[src/rtl/ab_pkg.sv]
package ab_pkg;

    localparam int AB_OVS       = 16;
    localparam int AB_LOW_BITS  = 9;
    localparam int AB_DEN       = AB_OVS * AB_LOW_BITS;
    localparam int AB_HALF      = AB_DEN / 2;
    localparam logic [7:0] AB_ACK_BYTE     = 8'h00;
    localparam logic [7:0] AB_CONFIRM_BYTE = 8'h55;

    typedef enum logic [2:0] {
        AB_SETTLE,
        AB_MEASURE,
        AB_ACK,
        AB_CONFIRM,
        AB_DONE,
        AB_FAIL
    } ab_state_t;

    typedef enum logic [1:0] {
        RXS_IDLE,
        RXS_START,
        RXS_DATA,
        RXS_STOP
    } ab_rx_state_t;

    typedef struct packed {
        logic       valid;
        logic       ferr;
        logic [7:0] data;
    } ab_rx_res_t;

endpackage

[src/rtl/ab_low_meter.sv]
module ab_low_meter #(
    parameter int CNT_W       = 20,
    parameter int MIN_LOW_CYC = 32,
    parameter int N_MEAS      = 2
) (
    input  logic             clk,
    input  logic             rst,
    input  logic             en,
    input  logic             line,
    output logic             done,
    output logic [CNT_W-1:0] best
);
    localparam logic [CNT_W-1:0] CNT_MAX = {CNT_W{1'b1}};
    localparam int NV_W = $clog2(N_MEAS + 1);
    localparam logic [NV_W-1:0] NV_DONE = NV_W'(N_MEAS);

    logic             armed;
    logic             in_low;
    logic [CNT_W-1:0] cnt;
    logic [NV_W-1:0]  nvalid;
    logic             keep;

    assign keep = (cnt >= CNT_W'(MIN_LOW_CYC)) && (cnt != CNT_MAX);
    assign done = (nvalid == NV_DONE);

    always_ff @(posedge clk) begin
        if (rst) begin
            armed  <= 1'b0;
            in_low <= 1'b0;
            cnt    <= '0;
            nvalid <= '0;
            best   <= CNT_MAX;
        end else if (en && !done) begin
            if (!in_low) begin
                if (line) begin
                    armed <= 1'b1;
                end else if (armed) begin
                    in_low <= 1'b1;
                    cnt    <= CNT_W'(1);
                end
            end else if (!line) begin
                if (cnt != CNT_MAX) cnt <= cnt + 1'b1;
            end else begin
                in_low <= 1'b0;
                if (keep) begin
                    nvalid <= nvalid + 1'b1;
                    if (cnt < best) best <= cnt;
                end
            end
        end
    end
endmodule

[src/rtl/ab_uart_tx.sv]
module ab_uart_tx (
    input  logic       clk,
    input  logic       rst,
    input  logic       tick,
    input  logic       start,
    input  logic [7:0] data,
    output logic       txd,
    output logic       done
);
    logic       busy;
    logic [9:0] shreg;
    logic [3:0] bitidx;
    logic [3:0] tcnt;

    assign txd = busy ? shreg[0] : 1'b1;

    always_ff @(posedge clk) begin
        if (rst) begin
            busy   <= 1'b0;
            shreg  <= '1;
            bitidx <= '0;
            tcnt   <= '0;
            done   <= 1'b0;
        end else begin
            done <= 1'b0;
            if (start && !busy) begin
                busy   <= 1'b1;
                shreg  <= {1'b1, data, 1'b0};
                bitidx <= '0;
                tcnt   <= '0;
            end else if (busy && tick) begin
                tcnt <= tcnt + 1'b1;
                if (tcnt == 4'd15) begin
                    shreg  <= {1'b1, shreg[9:1]};
                    bitidx <= bitidx + 1'b1;
                    if (bitidx == 4'd9) begin
                        busy <= 1'b0;
                        done <= 1'b1;
                    end
                end
            end
        end
    end
endmodule

[src/rtl/ab_uart_rx.sv]
module ab_uart_rx
    import ab_pkg::*;
(
    input  logic       clk,
    input  logic       rst,
    input  logic       en,
    input  logic       tick,
    input  logic       line,
    output ab_rx_res_t res
);
    ab_rx_state_t st;
    logic [3:0]   tcnt;
    logic [2:0]   bitidx;
    logic [7:0]   shreg;

    always_ff @(posedge clk) begin
        if (rst || !en) begin
            st     <= RXS_IDLE;
            tcnt   <= '0;
            bitidx <= '0;
            shreg  <= '0;
            res    <= '0;
        end else begin
            res.valid <= 1'b0;
            res.ferr  <= 1'b0;
            if (tick) begin
                tcnt <= tcnt + 1'b1;
                unique case (st)
                    RXS_IDLE: begin
                        tcnt <= '0;
                        if (!line) st <= RXS_START;
                    end
                    RXS_START: begin
                        if (tcnt == 4'd7) begin
                            tcnt   <= '0;
                            bitidx <= '0;
                            st     <= line ? RXS_IDLE : RXS_DATA;
                        end
                    end
                    RXS_DATA: begin
                        if (tcnt == 4'd15) begin
                            shreg  <= {line, shreg[7:1]};
                            bitidx <= bitidx + 1'b1;
                            if (bitidx == 3'd7) st <= RXS_STOP;
                        end
                    end
                    RXS_STOP: begin
                        if (tcnt == 4'd15) begin
                            res.data  <= shreg;
                            res.valid <= line;
                            res.ferr  <= !line;
                            st        <= RXS_IDLE;
                        end
                    end
                    default: st <= RXS_IDLE;
                endcase
            end
        end
    end
endmodule

[src/rtl/ab_boot_sync.sv]
module ab_boot_sync
    import ab_pkg::*;
#(
    parameter int CNT_W       = 20,
    parameter int SETTLE_CYC  = 100,
    parameter int MIN_LOW_CYC = 32,
    parameter int N_MEAS      = 2
) (
    input  logic           clk,
    input  logic           rst,
    input  logic           rxd_i,
    output logic           txd_o,
    output logic [CNT_W:0] baud_div_o,
    output logic           rx_en_o,
    output logic           tx_en_o,
    output logic           done_o,
    output logic           err_o
);
    localparam int DIV_W = CNT_W + 1;
    localparam int SET_W = $clog2(SETTLE_CYC + 1);
    localparam logic [SET_W-1:0] SET_LAST = SET_W'(SETTLE_CYC);

    ab_state_t        state;
    logic             rx_m, rx_s;
    logic [SET_W-1:0] set_cnt;
    logic             meas_done;
    logic [CNT_W-1:0] meas_best;
    logic [DIV_W-1:0] div_sum, div_quo, div_new, div_q;
    logic [DIV_W-1:0] tick_cnt;
    logic             tick;
    logic             run_clk;
    logic             tx_start, tx_done, tx_line;
    ab_rx_res_t       rx_res;

    // two-flop synchronizer on the host line, idle high
    always_ff @(posedge clk) begin
        if (rst) begin
            rx_m <= 1'b1;
            rx_s <= 1'b1;
        end else begin
            rx_m <= rxd_i;
            rx_s <= rx_m;
        end
    end

    ab_low_meter #(
        .CNT_W(CNT_W), .MIN_LOW_CYC(MIN_LOW_CYC), .N_MEAS(N_MEAS)
    ) meter_i (
        .clk(clk), .rst(rst), .en(state == AB_MEASURE), .line(rx_s),
        .done(meas_done), .best(meas_best)
    );

    // rounded division by nine bit times of sixteen ticks each
    assign div_sum = {1'b0, meas_best} + DIV_W'(AB_HALF);
    assign div_quo = div_sum / DIV_W'(AB_DEN);
    assign div_new = (div_quo == '0) ? DIV_W'(1) : div_quo;

    // oversampling tick generator
    assign run_clk = (state == AB_ACK) || (state == AB_CONFIRM);
    assign tick    = run_clk && (tick_cnt == div_q - 1'b1);

    always_ff @(posedge clk) begin
        if (rst || !run_clk) tick_cnt <= '0;
        else if (tick)       tick_cnt <= '0;
        else                 tick_cnt <= tick_cnt + 1'b1;
    end

    ab_uart_tx tx_i (
        .clk(clk), .rst(rst), .tick(tick), .start(tx_start),
        .data(AB_ACK_BYTE), .txd(tx_line), .done(tx_done)
    );

    ab_uart_rx rx_i (
        .clk(clk), .rst(rst), .en(state == AB_CONFIRM), .tick(tick),
        .line(rx_s), .res(rx_res)
    );

    always_ff @(posedge clk) begin
        if (rst) begin
            state    <= AB_SETTLE;
            set_cnt  <= '0;
            div_q    <= '0;
            tx_start <= 1'b0;
        end else begin
            tx_start <= 1'b0;
            unique case (state)
                AB_SETTLE: begin
                    set_cnt <= set_cnt + 1'b1;
                    if (set_cnt == SET_LAST - 1'b1) state <= AB_MEASURE;
                end
                AB_MEASURE: begin
                    if (meas_done) begin
                        div_q    <= div_new;
                        tx_start <= 1'b1;
                        state    <= AB_ACK;
                    end
                end
                AB_ACK: begin
                    if (tx_done) state <= AB_CONFIRM;
                end
                AB_CONFIRM: begin
                    if (rx_res.ferr) state <= AB_FAIL;
                    else if (rx_res.valid)
                        state <= (rx_res.data == AB_CONFIRM_BYTE) ? AB_DONE : AB_FAIL;
                end
                AB_DONE: state <= AB_DONE;
                AB_FAIL: state <= AB_FAIL;
                default: state <= AB_FAIL;
            endcase
        end
    end

    assign txd_o      = tx_line;
    assign baud_div_o = div_q;
    assign rx_en_o    = (state == AB_MEASURE) || run_clk;
    assign tx_en_o    = run_clk;
    assign done_o     = (state == AB_DONE);
    assign err_o      = (state == AB_FAIL);
endmodule

[config.mk]
export PLATFORM = sky130hd
export DESIGN_NAME = ab_boot_sync
export DESIGN_NICKNAME = d
export VERILOG_FILES = /design/src/rtl/ab_pkg.sv /design/src/rtl/ab_low_meter.sv /design/src/rtl/ab_uart_tx.sv /design/src/rtl/ab_uart_rx.sv /design/src/rtl/ab_boot_sync.sv
export SDC_FILE = /design/constraint.sdc
export NUM_CORES = 1
export LEC_CHECK = 0
export BUFFER_PORTS_ARGS = -buffer_cell sky130_fd_sc_hd__buf_2
export CAP_MARGIN = 20
export CORE_ASPECT_RATIO = 2
export CORE_MARGIN = 5
export CORE_UTILIZATION = 65
export CTS_BUF_LIST = sky130_fd_sc_hd__clkbuf_4 sky130_fd_sc_hd__clkbuf_8 sky130_fd_sc_hd__clkbuf_16
export DETAILED_ROUTE_END_ITERATION = 12
export GPL_TIMING_DRIVEN = 0
export PLACE_DENSITY = 0.81
export SETUP_SLACK_MARGIN = 0.4
export SYNTH_ARGS = -nofsm -noshare
export SYNTH_HDL_FRONTEND = slang
export SYNTH_SLANG_ARGS = --single-unit
[constraint.sdc]
create_clock -name clk -period 10.3 [get_ports clk]
set_input_delay 2.06 -clock clk [delete_from_list [all_inputs] [get_ports clk]]
set_output_delay 2.06 -clock clk [all_outputs]
set_load 0.01 [all_outputs]
# Word level (Yosys, flattened, before mapping)
# Index checks and enable logic that the tools add are counted.
[op_classes] n_eq_ne=28 magnitude_cmp=2 add_sub_neg=10 div_mod_pow=1 muxes=39 reduce_logical=40 bitwise_logic=8
[op_table] operator="20-bit two-way mux" count=5
[op_table] operator="9-bit two-way mux" count=3
[op_table] operator="20-bit by 7-bit adder with 21-bit output, second input constant" count=1
[op_table] operator="21-bit by 1-bit adder with 21-bit output, second input constant" count=1
[op_table] operator="21-bit by 8-bit divider with 21-bit output, second input constant" count=1
[op_table] operator="21-bit == test" count=1
[op_table] operator="21-bit zero test" count=1
[op_table] operator="21-bit two-way mux" count=1
[op_table] operator="3-bit two-way mux" count=7
[op_table] operator="21-bit by 1-bit subtractor with 21-bit output, second input constant" count=1
[op_table] operator="20-bit by 1-bit adder with 20-bit output, second input constant" count=1
[op_table] operator="20-bit by 6-bit greater-or-equal comparator with 1-bit output, second input constant" count=1
[op_table] operator="20-bit < comparator" count=1
[op_table] operator="20-bit != test, second input constant" count=1
[op_table] operator="4-bit AND reduction" count=4
[op_table] operator="3-bit one-hot mux with 5 select lines" count=1
[op_table] operator="4-bit by 1-bit adder with 4-bit output, second input constant" count=3
[op_table] operator="4-bit == test, second input constant" count=3
[op_table] operator="1-bit two-way mux" count=12
[op_table] operator="2-bit two-way mux" count=6
[op_table] operator="3-bit AND reduction" count=4
[op_table] operator="2-bit by 1-bit != test with 1-bit output, second input constant" count=5
[op_table] operator="2-bit nonzero test" count=5
[op_table] operator="3-bit == test, second input constant" count=3
[op_table] operator="27 further kinds" count=56
[totals] ff_bits=145 wordCells=152 output_inout_bits=26

# Depth between registers and ports, before layout
# Gate-level depths: netlist of run 1.
[depth] depth_word=6 ltp_mapped=28

# Hierarchy
# From an unflattened synthesis of run 1, not the netlist that was laid out.
[unflattened] hier_cells=1213 area_unflattened_um2=9721.8
[modules_own_cells] module="ab_boot_sync" seq_area_each_um2=960.9 area_per_inst_um2=5056.1 instances=1 cells_each=663
[modules_own_cells] module="ab_low_meter" seq_area_each_um2=880.8 area_per_inst_um2=2516.2 instances=1 cells_each=303
[modules_own_cells] module="ab_uart_rx" seq_area_each_um2=540.5 area_per_inst_um2=1258.7 instances=1 cells_each=145
[modules_own_cells] module="ab_uart_tx" seq_area_each_um2=380.4 area_per_inst_um2=890.9 instances=1 cells_each=102

# Worst setup path after synthesis of run 1
# Ideal clock, no wire load.
[synth_path] kind="register -> register" start="register meter_i.best[7]" end="register div_q[0], in the netlist baud_div_o[0]" synth_period_minus_slack_ns=6.378 setup_ns=0.134 setup_slack_ns=3.922 path_stages_with_launch=27 required_time_ns=10.166 arrival_time_ns=6.245 n_path_buf=2 path_cell_list="dfxtp_1 > nand2_2 > or3_1 > buf_2 > or4_4 > buf_6 > and3_4 > a22o_1 > a211o_1 > xor2_1 > a211oi_2 > a31oi_1 > o32a_1 > a31oi_4 > nor2_2 > maj3_2 > o32ai_4 > nand4_2 > a311o_2 > maj3_2 > a21boi_2 > nor3_4 > maj3_2 > o21ai_2 > a22oi_1 > a21oi_1 > o221ai_1"
[synth_between] elab_chain_cells=4
[synth_rtl] element="from (decl)" line="ab_low_meter.sv:11" text="output logic [CNT_W-1:0] best"
[synth_rtl] element="from (signal assigned)" line="ab_low_meter.sv:47" text="if (cnt < best) best <= cnt;"
[synth_rtl] element="20-bit by 7-bit adder with 21-bit output *" line="ab_boot_sync.sv:54" text="assign div_sum = {1'b0, meas_best} + DIV_W'(AB_HALF);"
[synth_rtl] element="21-bit by 8-bit divider with 21-bit output *" line="ab_boot_sync.sv:55" text="assign div_quo = div_sum / DIV_W'(AB_DEN);"
[synth_rtl] element="21-bit zero test" line="ab_boot_sync.sv:56" text="assign div_new = (div_quo == '0) ? DIV_W'(1) : div_quo;"
[synth_rtl] element="21-bit two-way mux *" line="ab_boot_sync.sv:56"
[synth_rtl] element="to (signal assigned)" line="ab_boot_sync.sv:93" text="div_q <= div_new;"
[synth_rtl] element="to (decl)" line="ab_boot_sync.sv:28" text="logic [DIV_W-1:0] div_sum, div_quo, div_new, div_q;"
# Mark *: on every way between the ends. The rest lies on a longest branch, timed or not.
# A chain may end at the register's enable or synchronous reset.

# Worst setup path after layout of run 1
[layout_path] start="register meter_i.best[3]" end="register div_q[0], in the netlist baud_div_o[0]"
# The elaborated chain is that of the path after synthesis.

==> flow_metrics.env, run 1 <==
export IMPL_max_clock_freq_mhz=128
export IMPL_antenna_found_initial=0
export IMPL_rows=60
export IMPL_ys_flop_type="dfxtp_1"
export IMPL_hp_class="flip-flop to flip-flop"
export IMPL_post_dp_hpwl_um=16900
export IMPL_tightest_slew_ps=1080
export IMPL_setup_slack_ps=2490
export IMPL_drc_errors=0
export IMPL_timing_rr_start="meter_i.best[3]"
export IMPL_endpoint_kind="flip-flop"
export IMPL_fin_nets=1191
export IMPL_fin_total_pwr_mw=1.16
export IMPL_fin_crit_ps=7810
export IMPL_status="complete, no violations"
export IMPL_ctsResizeCount=0
export IMPL_avgSynthCellArea_um2=8.03
export IMPL_slew_headroom_pct=26.3
export IMPL_hold_viol_final=0
export IMPL_crit_path_start_kind="flip-flop"
export IMPL_async_flop_share_pct=0
export IMPL_hold_buffers=0
export IMPL_holdPathEnd="rx_s"
export IMPL_clock_sinks=138
export IMPL_finalWirelength_um=22600
export IMPL_crit_fanout=10
export IMPL_firstDrtPassIters=5
export IMPL_cts_clk_slew_worst_paths_ps=70
export IMPL_drt_iter0_markers=303
export IMPL_cts_setup_buffers=0
export IMPL_ys_seq_area_share_pct=31.1
export IMPL_placed_area_mm2=0.00920
export IMPL_hold_start="rx_m"
export IMPL_crit_required_ps=10580
export IMPL_netlist_cell_type_count=97
export IMPL_synth_edf_count=0
export IMPL_r2r_end="baud_div_o[0]"
export IMPL_crit_type="flip-flop to flip-flop"
export IMPL_critPathArrivalTime_ps=8090
export IMPL_slowest_stage="a21oi_1"
export IMPL_yosysWarnings=0
export IMPL_static_leakage_power_nw=3.93
export IMPL_drive_gt1_share_pct=9.18
export IMPL_clock_path_buffers=2
export IMPL_final_area_mm2=0.00978
export IMPL_setup_viol=0
export IMPL_synthCells=1106
export IMPL_core_mm2=0.0134
export IMPL_via_per_inst=6.31
export IMPL_place_ws_ps=2700
export IMPL_ios=29
export IMPL_final_common_cell="dfxtp_1"
export IMPL_power_density_mw_per_mm2=119
export IMPL_slew_violations=0
export IMPL_rr_worst_depth=24
export IMPL_ant_nets=0
export IMPL_overflow=0
export IMPL_vias=8326
export IMPL_fin_crit_sh_pct=75.8
export IMPL_r2r_slack_ps=2490
export IMPL_grt_pass1_vias=8133
export IMPL_fin_tns_setup_ps=0
export IMPL_fin_skew_ps=13.0
export IMPL_maxCapViolations=0
export IMPL_cp_cell_sequence="ha_1 -> a21oi_1 -> nor4_1 -> xnor2_1 -> a21oi_1 -> a311oi_1 -> o211ai_1 -> a22oi_1 -> a31oi_1 -> a31o_2 -> o311a_1 -> xnor2_2 -> nand2_1 -> o22ai_1 -> xor2_1 -> a311oi_2 -> nor3_2 -> or2_1 -> nor3_4 -> xnor2_1 -> nor3_1 -> mux2i_1 -> o22ai_1 -> o221ai_1"
export IMPL_htree_levels=4
export IMPL_root_buffer="clkbuf_16"
export IMPL_die_x_um=92.7
export IMPL_max_stage_delay_ps=720
export IMPL_hold_depth=1
export IMPL_diodes=0
export IMPL_area_growth_pct=10.1
export IMPL_wl_per_cell_um=17.1
export IMPL_die_h_um=175
export IMPL_netlist_area_mm2=0.00888
export IMPL_numCtsBuffers=17
export IMPL_io_buffers=20
export IMPL_die_area_mm2=0.0162
export IMPL_final_cell_mix="dfxtp_1 (138), nor2_1 (130), nand2_1 (90)"
export IMPL_cts_tree="built"
export IMPL_grt_usage_pct=28.4
export IMPL_grt_pass1_wl_um=37600
export IMPL_grt_max_degree=17
export IMPL_start_util_pct=66.1
export IMPL_synth_seq_cells=138
export IMPL_gp_congestion=0.920
export IMPL_clk_latency_ps=430
export IMPL_rsz0062_at_grt="no"
export IMPL_peakVddDrop_mv=0.105
==> power breakdown <==
part / switching, mW / internal [mW] / total [mW] / leakage [nW]
Sequential: 0.00123 / 0.535 / 0.536 / 1.11
Combinational: 0.00944 / 0.00447 / 0.0139 / 2.54
Clock: 0.267 / 0.342 / 0.609 / 0.286
Total: 0.278 / 0.881 / 1.16 / 3.93
==> through the flow <==
stage                     util [%]  hold slack, ps  instances
after floorplan                  -             389       1112
after global placement        68.5             411       1287
after detailed placement      68.5             405       1288
after CTS                     72.8             420       1320
after global routing          72.8             429       1320
final                         72.8             416       1320
==> worst max-delay path by stage <==
stage | start | to | slack [ps] | cells past startpoint
finish | meter_i.best[3] | baud_div_o[0] | 2490 | 24
global route | meter_i.best[3] | baud_div_o[0] | 1850 | 25
CTS | meter_i.best[3] | baud_div_o[0] | 2670 | 24
detailed placement | meter_i.best[3] | baud_div_o[0] | 2700 | 26
global placement | meter_i.best[3] | baud_div_o[0] | 2780 | 24
floorplan | meter_i.best[7] | baud_div_o[0] | 3920 | 26
==> synth_stat cells (13+ instances only) <==
library cell	instances	area, um2
a211oi_1	15	113
a21oi_1	54	270
a31oi_1	16	100
clkbuf_1	38	143
dfxtp_1	138	2760
ha_1	36	450
inv_1	43	161
mux2i_1	31	310
nand2_1	90	338
nand2b_1	13	81.3
nand3_1	53	265
nand4_1	24	150
nor2_1	130	488
nor3_1	37	185
nor4_1	18	113
o211ai_1	31	233
o21ai_0	47	235
or3_1	13	81.3
xnor2_1	62	543
xor2_1	37	324
==> cells by family after synthesis <==
logic type | Yosys count | synth area share (%)
flops | 138 | 31.1
buf+inv | 94 | 4.42
other cells | 1 | 0.0422
mux | 33 | 3.87
simple gates | 450 | 25.3
xor+xnor | 100 | 9.95
compound gates | 248 | 19.5
fa+ha+maj | 42 | 5.79
==> registers in the layout, summed over array words and instances, names as in the netlist, 2 cells and up, named ones only <==
name and cells:
meter_i.best 20, tx_i.shreg 9, rx_i.shreg 8, tx_i.tcnt 4
tick_cnt 21, meter_i.nvalid 2, meter_i.cnt 20, state 3
tx_i.bitidx 4, baud_div_o 14, rx_i.tcnt 4, rx_i.res 10
set_cnt 7, rx_i.bitidx 3
==> final cells by class <==
cell class / count / area, um2
multi-input combinational: 880 / 5750
fill: 1109 / 3660
sequential: 138 / 2760
clock buffer: 17 / 425
buffer: 51 / 231
tap: 155 / 194
inverter: 43 / 161
clock inverter: 15 / 151
timing repair buffer: 21 / 105
==> worst max-delay path, delay by kind of cell (launching register included) <==
kind	cells	cell delay, ps
AND/OR/NAND/NOR	6	1400
multiplexers	1	120
flip-flops	1	350
AO/OA/AOI/OAI	12	4150
XOR/XNOR	4	1400
adder cells (fa/ha/maj)	1	230
==> routing by layer <==
metal  share of wire (%)  vias up  GRT usage [%]
li1                    -     4096              -
met1                  36     3908           27.1
met2                  56      235           56.4
met3                 2.9       87           3.77
met4                 4.6        0           15.5
met5                   0        -              0
Note: power is estimated with default switching activity, not from simulation.
==> run 2, diff against run 1 <==
--- a/config.mk
+++ b/config.mk
@@ -5,15 +5,16 @@
 export SDC_FILE = /design/constraint.sdc
 export NUM_CORES = 1
 export LEC_CHECK = 0
+export ABC_AREA = 1
 export BUFFER_PORTS_ARGS = -buffer_cell sky130_fd_sc_hd__buf_2
 export CAP_MARGIN = 20
 export CORE_ASPECT_RATIO = 2
 export CORE_MARGIN = 5
-export CORE_UTILIZATION = 65
+export CORE_UTILIZATION = 63
 export CTS_BUF_LIST = sky130_fd_sc_hd__clkbuf_4 sky130_fd_sc_hd__clkbuf_8 sky130_fd_sc_hd__clkbuf_16
 export DETAILED_ROUTE_END_ITERATION = 12
 export GPL_TIMING_DRIVEN = 0
-export PLACE_DENSITY = 0.81
+export PLACE_DENSITY = 0.79
 export SETUP_SLACK_MARGIN = 0.4
 export SYNTH_ARGS = -nofsm -noshare
 export SYNTH_HDL_FRONTEND = slang
==> constraint.sdc (replaced) <==
create_clock -name clk -period 7.4 [get_ports clk]
set_input_delay 1.48 -clock clk [delete_from_list [all_inputs] [get_ports clk]]
set_output_delay 1.48 -clock clk [all_outputs]
set_load 0.01 [all_outputs]
==> run 2 against run 1 <==
Die area up 2.0%. Clock-buffer cell count unchanged. Synthesized cell count up 18%. Via count up 4.4%. Non-clock buffer count down 11. Clock skew down 1.8 ps. Cell count up 19%.
==> flow_metrics.env, run 2 <==
export IMPL_dp_cells=1523
export IMPL_synth_top_area_share_pct=31.4
export IMPL_synth_common_cells="nand2_1 (275), inv_1 (173), nor2_1 (142)"
export IMPL_grt_usage_pct=27.3
export IMPL_timing_rr_start="meter_i.best[8]"
export IMPL_max_clock_freq_mhz=155
export IMPL_crit_required_ps=7720
export IMPL_hold_buffers=0
export IMPL_final_cells=1567
export IMPL_crit_path_start="meter_i.best[8]"
export IMPL_vias=8696
export IMPL_r2r_slack_ps=940
export IMPL_largest_reg_flops=21
export IMPL_antenna_found_initial=0
export IMPL_final_seq_area_mm2=0.00278
export IMPL_static_leakage_power_nw=4.83
export IMPL_slew_headroom_pct=37.4
export IMPL_diodes=0
export IMPL_crit_fanout=7
export IMPL_grt_pass1_vias=8379
export IMPL_core_mm2=0.0138
export IMPL_die_area_mm2=0.0166
export IMPL_rr_worst_depth=59
export IMPL_synth_area_leaders="dfxtp_1 (31%), nand2_1 (12%), inv_1 (7.4%)"
export IMPL_wl_per_cell_um=14.2
export IMPL_io_buffers=20
export IMPL_crit_cells=59
export IMPL_drc_errors=0
export IMPL_multi_input_area_mm2=0.00538
export IMPL_final_area_mm2=0.0100
export IMPL_critPathArrivalTime_ps=6780
export IMPL_hold_viol_final=0
export IMPL_crit_top_cell="nand2_1"
export IMPL_clock_path_buffers=2
export IMPL_crit_family="simple AND/OR/NAND/NOR gates"
export IMPL_final_cell_mix="nand2_1 (260), inv_1 (173), nor2_1 (140)"
export IMPL_htree_levels=4
export IMPL_cts_tree="built"
export IMPL_power_density_mw_per_mm2=169
export IMPL_synthCells=1308
export IMPL_tightest_slew_ps=915
export IMPL_setup_viol=0
export IMPL_via_per_inst=5.55
export IMPL_top_register="tick_cnt"
export IMPL_overflow=0
export IMPL_max_stage_delay_ps=310
export IMPL_netlist_area_mm2=0.00880
export IMPL_ys_flop_type="dfxtp_1"
export IMPL_peakVddDrop_mv=0.158
export IMPL_root_buffer="clkbuf_16"
export IMPL_hp_class="flip-flop to flip-flop"
export IMPL_yosysWarnings=0
export IMPL_grt_max_degree=17
export IMPL_async_flop_share_pct=0
export IMPL_r2r_end="baud_div_o[0]"
export IMPL_drt_iter0_markers=358
export IMPL_final_common_cell="nand2_1"
export IMPL_status="complete, no violations"
export IMPL_drive_gt1_share_pct=14.5
export IMPL_endpoint_kind="flip-flop"
export IMPL_start_util_pct=63.7
export IMPL_synth_seq_cells=138
export IMPL_area_growth_pct=14.0
export IMPL_ant_nets=0
export IMPL_gp_congestion=0.941
export IMPL_slowest_stage="dfxtp_1"
export IMPL_post_dp_hpwl_um=17200
export IMPL_yosysMostFrequentCell="nand2_1"
export IMPL_worstPathBufferInverterCount=4
export IMPL_rows=61
export IMPL_netlist_cell_type_count=52
export IMPL_reg_largest_list="tick_cnt x21, meter_i.best x20, meter_i.cnt x20"
export IMPL_clk_latency_ps=420
export IMPL_maxCapViolations=0
export IMPL_num_fill_cells=1225
export IMPL_fin_nets=1404
export IMPL_firstDrtPassIters=5
export IMPL_fin_crit_ps=6460
export IMPL_timing_hold_ws_ps=408
export IMPL_cts_clk_slew_worst_paths_ps=70
export IMPL_clock_sinks=138
export IMPL_fin_tns_setup_ps=0
export IMPL_ys_seq_area_share_pct=31.4
export IMPL_die_x_um=93.6
export IMPL_die_h_um=177
export IMPL_numCtsBuffers=17
export IMPL_crit_end="baud_div_o[0]"
export IMPL_fin_skew_ps=11.3
export IMPL_crit_path_start_kind="flip-flop"
export IMPL_placed_area_mm2=0.00916
export IMPL_utilization_pct=72.6
export IMPL_finalWirelength_um=22300
export IMPL_slew_violations=0
export IMPL_synth_largest_area_cell="dfxtp_1"
export IMPL_grt_pass1_wl_um=36600
export IMPL_synth_edf_count=0
export IMPL_ios=29
export IMPL_rsz0062_at_grt="no"
export IMPL_avgSynthCellArea_um2=6.73
export IMPL_fin_crit_sh_pct=87.3
export IMPL_crit_type="flip-flop to flip-flop"
run 2: changes by cell type in the layout (fill, tap and decap cells not counted), moves of 13 or more:
cell	delta
xnor2_1	-56
nand2_4	+14
clkbuf_1	-21
nand2_1	+170
mux2i_1	-30
nand2_2	+44
nand2b_1	-13
inv_2	+17
nand3_1	+23
a21oi_1	+19
inv_1	+130
run 2: what timing repair did:
action	4_1_cts	5_1_grt
endpoints found under the setup margin	0	2
buffers inserted	0	12
gates resized for setup	0	52
hold endpoints to repair	0	0
run 2: metal layers:
metal | vias to the layer above | routed length, um | track usage, %
li1 | 4412 | - | -
met1 | 4021 | 7840 | 25.2
met2 | 184 | 12800 | 54.4
met3 | 79 | 663 | 4.43
met4 | 0 | 1060 | 14.6
met5 | - | 0 | 0
run 2: final cells by class:
class | count | area share (%)
clock buffer | 17 | 4.24
tap | 189 | 2.36
clock inverter | 15 | 1.60
timing repair buffer | 32 | 1.90
buffer | 29 | 1.43
multi-input combinational | 956 | 53.6
sequential | 138 | 27.7
inverter | 191 | 7.15
run 2: stage by stage:
stage                     total power [mW]  worst slack (ps)
after detailed placement             0.877               744
after global routing                  1.75               306
after global placement               0.875               869
after CTS                             1.71               715
after floorplan                      0.851              1780
final                                 1.70               940
run 2: how the worst min path moves through the flow:
stage | from | to | slack [ps] | cells past startpoint
finish | rx_m | rx_s | 410 | 1
global route | rx_m | rx_s | 430 | 1
CTS | rx_m | rx_s | 410 | 1
detailed placement | rx_m | rx_s | 400 | 1
global placement | rx_m | rx_s | 390 | 1
floorplan | rx_m | rx_s | 390 | 1
run 2: power by group:
group          switching [mW]  internal [mW]
Combinational          0.0643         0.0303
Sequential             0.0130          0.755
Clock                   0.361          0.476
Total                   0.438           1.26
run 2: cells by family after synthesis:
family | after synthesis | share of synthesized area, %
AND/OR/NAND/NOR | 670 | 35.7
buffers and inverters | 220 | 9.76
AO/OA/AOI/OAI | 196 | 13.2
flip-flops | 138 | 31.4
XOR/XNOR | 46 | 4.67
adder cells (fa/ha/maj) | 36 | 5.12
other | 1 | 0.0426
multiplexers | 1 | 0.114
